--- src/rtl/perf_ctr_pkg.sv ---
package perf_ctr_pkg;
  localparam int CNT_W   = 64;
  localparam int ADDR_W  = 12;
  localparam int NUM_CTR = 3;
  localparam int STEP_W  = 2;
  localparam logic [ADDR_W-1:0] LO_BASE = 12'hC00;
  localparam logic [ADDR_W-1:0] HI_BASE = 12'hC80;

  typedef enum logic [1:0] {
    CTR_CYCLE   = 2'd0,
    CTR_TIME    = 2'd1,
    CTR_INSTRET = 2'd2
  } ctrSel_e;

  typedef struct packed {
    logic    hit;
    logic    upper;
    ctrSel_e sel;
  } rdStrobe_t;

  typedef struct packed {
    logic              cycInc;
    logic              timeInc;
    logic [STEP_W-1:0] retAdd;
  } incStrobe_t;
endpackage

--- src/rtl/perf_ctr_ctrl.sv ---
module perf_ctr_ctrl
  import perf_ctr_pkg::*;
#(
  parameter int READ_W = 32
) (
  input  logic              coreClkEn,
  input  logic              timeTick,
  input  logic [STEP_W-1:0] retireCnt,
  input  logic [ADDR_W-1:0] csrAddr,
  output rdStrobe_t         rdStb,
  output incStrobe_t        incStb
);
  localparam bit SPLIT = (READ_W < CNT_W);
  localparam logic [STEP_W-1:0] MAX_RET = 2'd2;

  always_comb begin
    rdStb = '0;
    for (int i = 0; i < NUM_CTR; i++) begin
      if (csrAddr == LO_BASE + ADDR_W'(i)) begin
        rdStb.hit   = 1'b1;
        rdStb.upper = 1'b0;
        rdStb.sel   = ctrSel_e'(2'(i));
      end
      if (SPLIT && (csrAddr == HI_BASE + ADDR_W'(i))) begin
        rdStb.hit   = 1'b1;
        rdStb.upper = 1'b1;
        rdStb.sel   = ctrSel_e'(2'(i));
      end
    end
  end

  always_comb begin
    incStb.cycInc  = coreClkEn;
    incStb.timeInc = timeTick;
    if (!coreClkEn)
      incStb.retAdd = '0;
    else if (retireCnt > MAX_RET)
      incStb.retAdd = MAX_RET;
    else
      incStb.retAdd = retireCnt;
  end
endmodule

--- src/rtl/perf_ctr_dp.sv ---
module perf_ctr_dp
  import perf_ctr_pkg::*;
#(
  parameter int               READ_W    = 32,
  parameter logic [CNT_W-1:0] RESET_VAL = '0
) (
  input  logic              clk,
  input  logic              rst,
  input  incStrobe_t        incStb,
  input  rdStrobe_t         rdStb,
  output logic [READ_W-1:0] rdData,
  output logic [CNT_W-1:0]  cycleCnt,
  output logic [CNT_W-1:0]  timeCnt,
  output logic [CNT_W-1:0]  instretCnt
);
  logic [CNT_W-1:0]  ctrArr  [NUM_CTR];
  logic [STEP_W-1:0] stepAmt [NUM_CTR];
  logic [CNT_W-1:0]  selVal;

  assign stepAmt[CTR_CYCLE]   = {1'b0, incStb.cycInc};
  assign stepAmt[CTR_TIME]    = {1'b0, incStb.timeInc};
  assign stepAmt[CTR_INSTRET] = incStb.retAdd;

  // One full-width add per counter: upper word moves on the wrap edge.
  for (genvar g = 0; g < NUM_CTR; g++) begin : gCtr
    always_ff @(posedge clk) begin
      if (rst) ctrArr[g] <= RESET_VAL;
      else     ctrArr[g] <= ctrArr[g] + CNT_W'(stepAmt[g]);
    end
  end

  assign cycleCnt   = ctrArr[CTR_CYCLE];
  assign timeCnt    = ctrArr[CTR_TIME];
  assign instretCnt = ctrArr[CTR_INSTRET];

  always_comb begin
    case (rdStb.sel)
      CTR_CYCLE:   selVal = ctrArr[CTR_CYCLE];
      CTR_TIME:    selVal = ctrArr[CTR_TIME];
      CTR_INSTRET: selVal = ctrArr[CTR_INSTRET];
      default:     selVal = '0;
    endcase
  end

  always_comb begin
    if (!rdStb.hit)       rdData = '0;
    else if (rdStb.upper) rdData = READ_W'(selVal >> READ_W);
    else                  rdData = READ_W'(selVal);
  end
endmodule

--- src/rtl/perf_counter_bank.sv ---
module perf_counter_bank
  import perf_ctr_pkg::*;
#(
  parameter int               READ_W    = 32,
  parameter logic [CNT_W-1:0] RESET_VAL = '0
) (
  input  logic              clk,
  input  logic              rst,
  input  logic              coreClkEn,
  input  logic              timeTick,
  input  logic [1:0]        retireCnt,
  input  logic [11:0]       csrAddr,
  output logic [READ_W-1:0] rdData,
  output logic              rdHit
);
  rdStrobe_t        rdStb;
  incStrobe_t       incStb;
  logic [CNT_W-1:0] cycleCnt;
  logic [CNT_W-1:0] timeCnt;
  logic [CNT_W-1:0] instretCnt;

  perf_ctr_ctrl #(.READ_W(READ_W)) ctrl_i (
    .coreClkEn (coreClkEn),
    .timeTick  (timeTick),
    .retireCnt (retireCnt),
    .csrAddr   (csrAddr),
    .rdStb     (rdStb),
    .incStb    (incStb)
  );

  perf_ctr_dp #(.READ_W(READ_W), .RESET_VAL(RESET_VAL)) dp_i (
    .clk        (clk),
    .rst        (rst),
    .incStb     (incStb),
    .rdStb      (rdStb),
    .rdData     (rdData),
    .cycleCnt   (cycleCnt),
    .timeCnt    (timeCnt),
    .instretCnt (instretCnt)
  );

  assign rdHit = rdStb.hit;
endmodule

--- config.mk ---
export PLATFORM = sky130hd
export DESIGN_NAME = perf_counter_bank
export DESIGN_NICKNAME = d
export VERILOG_FILES = /design/src/rtl/perf_ctr_pkg.sv /design/src/rtl/perf_ctr_ctrl.sv /design/src/rtl/perf_ctr_dp.sv /design/src/rtl/perf_counter_bank.sv
export SDC_FILE = /design/constraint.sdc
export NUM_CORES = 1
export LEC_CHECK = 0
export ABC_AREA = 1
export BUFFER_PORTS_ARGS = -buffer_cell sky130_fd_sc_hd__clkbuf_2
export CELL_PAD_IN_SITES_DETAIL_PLACEMENT = 1
export CELL_PAD_IN_SITES_GLOBAL_PLACEMENT = 1
export CORE_MARGIN = 2
export CORE_UTILIZATION = 31
export DETAILED_ROUTE_END_ITERATION = 16
export HOLD_SLACK_MARGIN = 0.02
export PLACE_DENSITY = 0.65
export SKIP_LAST_GASP = 1
export SYNTH_ARGS = -nofsm -noshare
export SYNTH_HDL_FRONTEND = slang
export SYNTH_SLANG_ARGS = --single-unit
--- constraint.sdc ---
create_clock -name clk -period 2.21 [get_ports clk]
set_input_delay 0.221 -clock clk [delete_from_list [all_inputs] [get_ports clk]]
set_output_delay 0.221 -clock clk [all_outputs]
set_load 0.01 [all_outputs]
======== Yosys cells after proc, flatten, opt, wreduce, memory -nomap -nowiden ========
Memory sizes are Yosys's and may differ from the RTL's.
Index checks and enable logic that the tools add are counted.
word-level totals
  register bits ........................... 0
  bits in latches ......................... 0
  memory bits (writable) .................. 192
  memory bits (read-only) ................. 0
  bits of input ports ..................... 18
  output and inout port bits .............. 33
  logic and storage cells ................. 34
  memories kept ........................... 1
operators by class
  add/sub/neg operators ................... 3
  multiply operators ...................... 0
  div/mod/pow operators ................... 0
  order comparisons ....................... 1
  equal/unequal tests ..................... 8
  shift-type cells ........................ 0
  multiplexer cells ....................... 17
  bitwise gates (word level) .............. 3
  reductions and logical operators ........ 1
memory list
  memory       depth  bits a word  read ports  clocked after memory_dff  write ports  line               text
  dp_i.ctrArr  3      64           3           0                         3            perf_ctr_dp.sv:16  logic [CNT_W-1:0] ctrArr [NUM_CTR];
operator list
  operator              number
  $mux 64               3
  $pmux 64 s3           1
  $add 64x1->64         2
  $eq 12x12->1 const B  6
  $add 64x2->64         1
  $mux 32               2
  $mux 4                6
  $mux 2                2
  $mux 1                3
  $or 1x1->1            3
  $eq 2x1->1 const B    1
  $eq 2x2->1 const B    1
  $gt 2x2->1 const B    1
  $logic_not 2->1       1

======== Logic depth before layout (Yosys ltp) ========
  depth in word-level cells ............... 11
  gate-level depth with buffers ........... 13
  mapped depth without buffers ............ 13

======== Modules after synthesis ========
Synthesis repeated with hierarchy kept, for this count alone.
unflattened totals
  cells, all modules ...................... 2,162
  area, all modules ....................... 12,622.1 um^2
modules (own cells, without submodules)
  module         times used  cells each  area each (um^2)  seq. area each (um^2)
  perf_ctr_dp    1           2,132       12,497.0          3,843.7
  perf_ctr_ctrl  1           30          125.1             0.0

======== Least setup slack after synthesis ========
Ideal clock, no wire load.
  kind .................................... register to register
  start ................................... memory dp_i.ctrArr[2][0]
  end ..................................... memory dp_i.ctrArr[2][24]
  setup time .............................. 0.128 ns
  arrival time ............................ 1.619 ns
  required time ........................... 2.082 ns
  setup slack ............................. 0.464 ns
  stages on the path, launching flop included .. 10
  buffers on the path ..................... 0
  period minus slack after synthesis ...... 1.746 ns
  cell sequence ........................... dfxtp_1 > ha_1 > fa_1 > nand2_2 > nor2_4 > nand2_2 > inv_1 > nand2_1 > xor2_1 > nor2_1
RTL lines
  item         line
  from (decl)  perf_ctr_dp.sv:16

==> results by group <==
Run status
  – Status: complete, no violations

Timing
  – RSZ-0062 raised after global routing: yes
  – Setup TNS: 0 ns
  – FMAX: 0.457 GHz
  – Tmin final: around 2.2 ns
  – Slew Limit Fails: 0
  – Worst Skew: 0.0126 ns
  – Finish-stage setup viols: 0
  – Least-Margin Pin Slew: 0.550 ns
  – Fin Hold WS: 0.0764 ns
  – Hold Fails Final Rpt: 0
  – Rel. slew slack: between 60% and 70%
  – Final period util: 98.9%

Drt
  – # DRC: 0
  – Drt total wl: 63,800 um
  – Wire per inst: ~22 um
  – Vias: 15,000
  – DRT Pass-1 Iters: 5
  – DR vias/cell: 5.16
  – Initial DRC count: 994
  – Antenna violation net count after detailed routing: 0

Clock network
  – Worst-path clk slew: about 0.080 ns
  – Bufs on Longest Clock Path: 2
  – Htree depth: 4
  – Clock buffer count from CTS: 17
  – Clock root buffer master: clkbuf_16
  – Clock Latency Late Sink: 0.52 ns
  – CTS tree: built
  – Post-CTS setup buffers: 0
  – Clock Sink Count: ~190

Die
  – Top-Level Pins: 51
  – Die area: 0.0430 mm2
  – Die height: roughly 210 um
  – Die width: ~210 um
  – Core Box Area: 0.0408 mm2
  – Std cell rows: between 70 and 80
  – Initial core utilization: a little under a third

Layout
  – Layout Cells excl Fill: 2,899
  – Largest regs: dp_i.ctrArr x192
  – Commonest non-fill, non-tap cell in the layout: nand2_1
  – NumNets Final: 2,379
  – Share of cells above drive strength 1: 10.8%
  – Most flop-heavy register: dp_i.ctrArr
  – Most frequent cells in the layout: nand2_1, nor2_1, inv_1, dfxtp_1, a21oi_1
  – ANT cells: 0
  – Synth-to-layout area growth: 17.0%
  – Max reg flops: 192

Power and ir drop
  – Total power: 7.24 mW
  – Pwr Density: between 400 and 500 mW/mm2
  – Leakage power: 4.66 nW
  – Worst IR Drop VDD: between 0.4 and 0.5 mV

Placement
  – Placed insts: ~2,900
  – Hpwl dp: 53,600 um
  – GPL Wtd Cong: around 1
  – Port bufs: 50

Critical path
  – R2r worst-path depth: 7
  – Crit-path max FO: 4
  – Critical path origin: dp_i.ctrArr[2][25]
  – CP arrival: 1.97 ns
  – Setup CP Type: reg -> out
  – Crit Reg-Reg Startpoint: dp_i.ctrArr[1][23]
  – Setup crit end: rdData[25]
  – Worst Path Required: 1.99 ns
  – CP Launch Type: flop
  – Crit. End Element: output port
  – R2r endpoint: dp_i.ctrArr[1][24]
  – R2r setup slk: 0.16 ns

Synthesis
  – Post-synth EDFFs: 0
  – Mean post-synth cell area: 5.72 um2
  – Synth Cell Area: around 0.013 mm2
  – Syn_nets: approximately 2,300
  – Sequential cell area fraction in the yosys report: 30.0%
  – YS warnings: 0
  – Share of flip-flops with an asynchronous set or reset: 0%
  – Synth unique cells: 35
  – Primary FF master, synth: dfxtp_1
  – Syn Inst Count: 2,242
  – Synth Register Bits: 192

GRT
  – Gr usage total: 29.9%
  – First-pass GRT wire length: 95,900 um
  – Vias in the first global route: roughly 16,000
  – Antenna violations before repair: 1
  – Global route total overflow: 0
  – Pin count of the biggest net entering global routing: 92

Flow run
  – Max Cap Viol: 0

Worst hold path
  – HP Class: in -> reg
logic make-up after synthesis:
logic type,synth area share [%]
buf+inv,8.53
flops,30.0
simple gates,49.1
xor+xnor,1.98
compound gates,9.66
fa+ha+maj,0.742
metal layers:
| metal | wire length, um | GRT usage, % | vias to the layer above |
|---|---|---|---|
| met5 | 14 | 0 | - |
| met4 | 3450 | 16.1 | 2 |
| met3 | 1870 | 3.75 | 129 |
| met2 | 31400 | 52.7 | 308 |
| met1 | 27100 | 35.1 | 7211 |
| li1 | - | - | 7303 |
layout make-up:
| class | count | area, um2 |
|---|---|---|
| multi-input combinational | 1765 | 7890 |
| inverter | 237 | 892 |
| clock inverter | 14 | 178 |
| tap | 532 | 666 |
| clock buffer | 18 | 439 |
| fill | 5497 | 25800 |
| sequential | 192 | 3840 |
| timing repair buffer | 141 | 1080 |
synthesized netlist by cell type (2+ instances only):
| library cell | n | area share [%] |
|---|---|---|
| a21oi_1 | 147 | 5.7 |
| buf_1 | 3 | 0.088 |
| buf_2 | 19 | 0.74 |
| clkbuf_1 | 26 | 0.76 |
| clkinv_1 | 3 | 0.088 |
| dfxtp_1 | 192 | 30 |
| ha_1 | 6 | 0.59 |
| inv_1 | 217 | 6.4 |
| inv_2 | 17 | 0.50 |
| nand2_1 | 702 | 21 |
| nand2_2 | 13 | 0.63 |
| nand2_4 | 2 | 0.18 |
| nand3_1 | 142 | 5.5 |
| nand3b_1 | 5 | 0.29 |
| nand4_1 | 56 | 2.7 |
| nor2_1 | 465 | 14 |
| nor2_2 | 23 | 1.1 |
| nor2_4 | 15 | 1.3 |
| nor3_1 | 30 | 1.2 |
| nor3_2 | 4 | 0.31 |
| o21a_1 | 3 | 0.18 |
| o21ai_0 | 87 | 3.4 |
| o21ai_1 | 4 | 0.16 |
| or2_0 | 23 | 1.1 |
| xnor2_1 | 10 | 0.68 |
| xor2_1 | 19 | 1.3 |
critical path: stages, from the launching register on:
cell and delay, ns:
dfxtp_1 0.45, inv_1 0.19, o21ai_0 0.37, inv_1 0.08, nand3_1 0.09, nand2_1 0.05, nor2_1 0.08, clkbuf_2 0.13
repair_timing:
action                     in CTS  in global routing
gates resized for setup         0                  7
hold buffers                    0                  0
setup endpoints to repair       0                 27
how the worst min path moves through the flow:
stage	startpoint	end	slack [ns]	cells after the start
6_report	rst	dp_i.ctrArr[0][1]	0.08	2
5_1_grt	rst	dp_i.ctrArr[2][0]	0.09	2
4_1_cts	rst	dp_i.ctrArr[0][1]	0.07	2
3_5_place_dp	dp_i.ctrArr[0][63]	dp_i.ctrArr[0][63]	0.48	2
3_3_place_gp	dp_i.ctrArr[0][63]	dp_i.ctrArr[0][63]	0.46	2
2_1_floorplan	coreClkEn	dp_i.ctrArr[0][0]	0.45	3
power breakdown:
part	internal, mW	switching (mW)	total, mW
Clock	1.83	1.70	3.53
Combinational	0.0686	0.159	0.228
Sequential	3.47	0.0141	3.48
per-stage QoR:
stage | area (um2) | worst slack [ns] | utilization, %
after detailed placement | 14400 | 0.0212 | 35.2
final | 15000 | 0.0237 | 36.7
after floorplan | 12800 | 0.464 | -
after CTS | 15000 | 0.0229 | 36.7
after global routing | 15000 | -0.0537 | 36.7
after global placement | 14400 | 0.0501 | 35.2
Note: power is estimated with default switching activity, not from simulation.
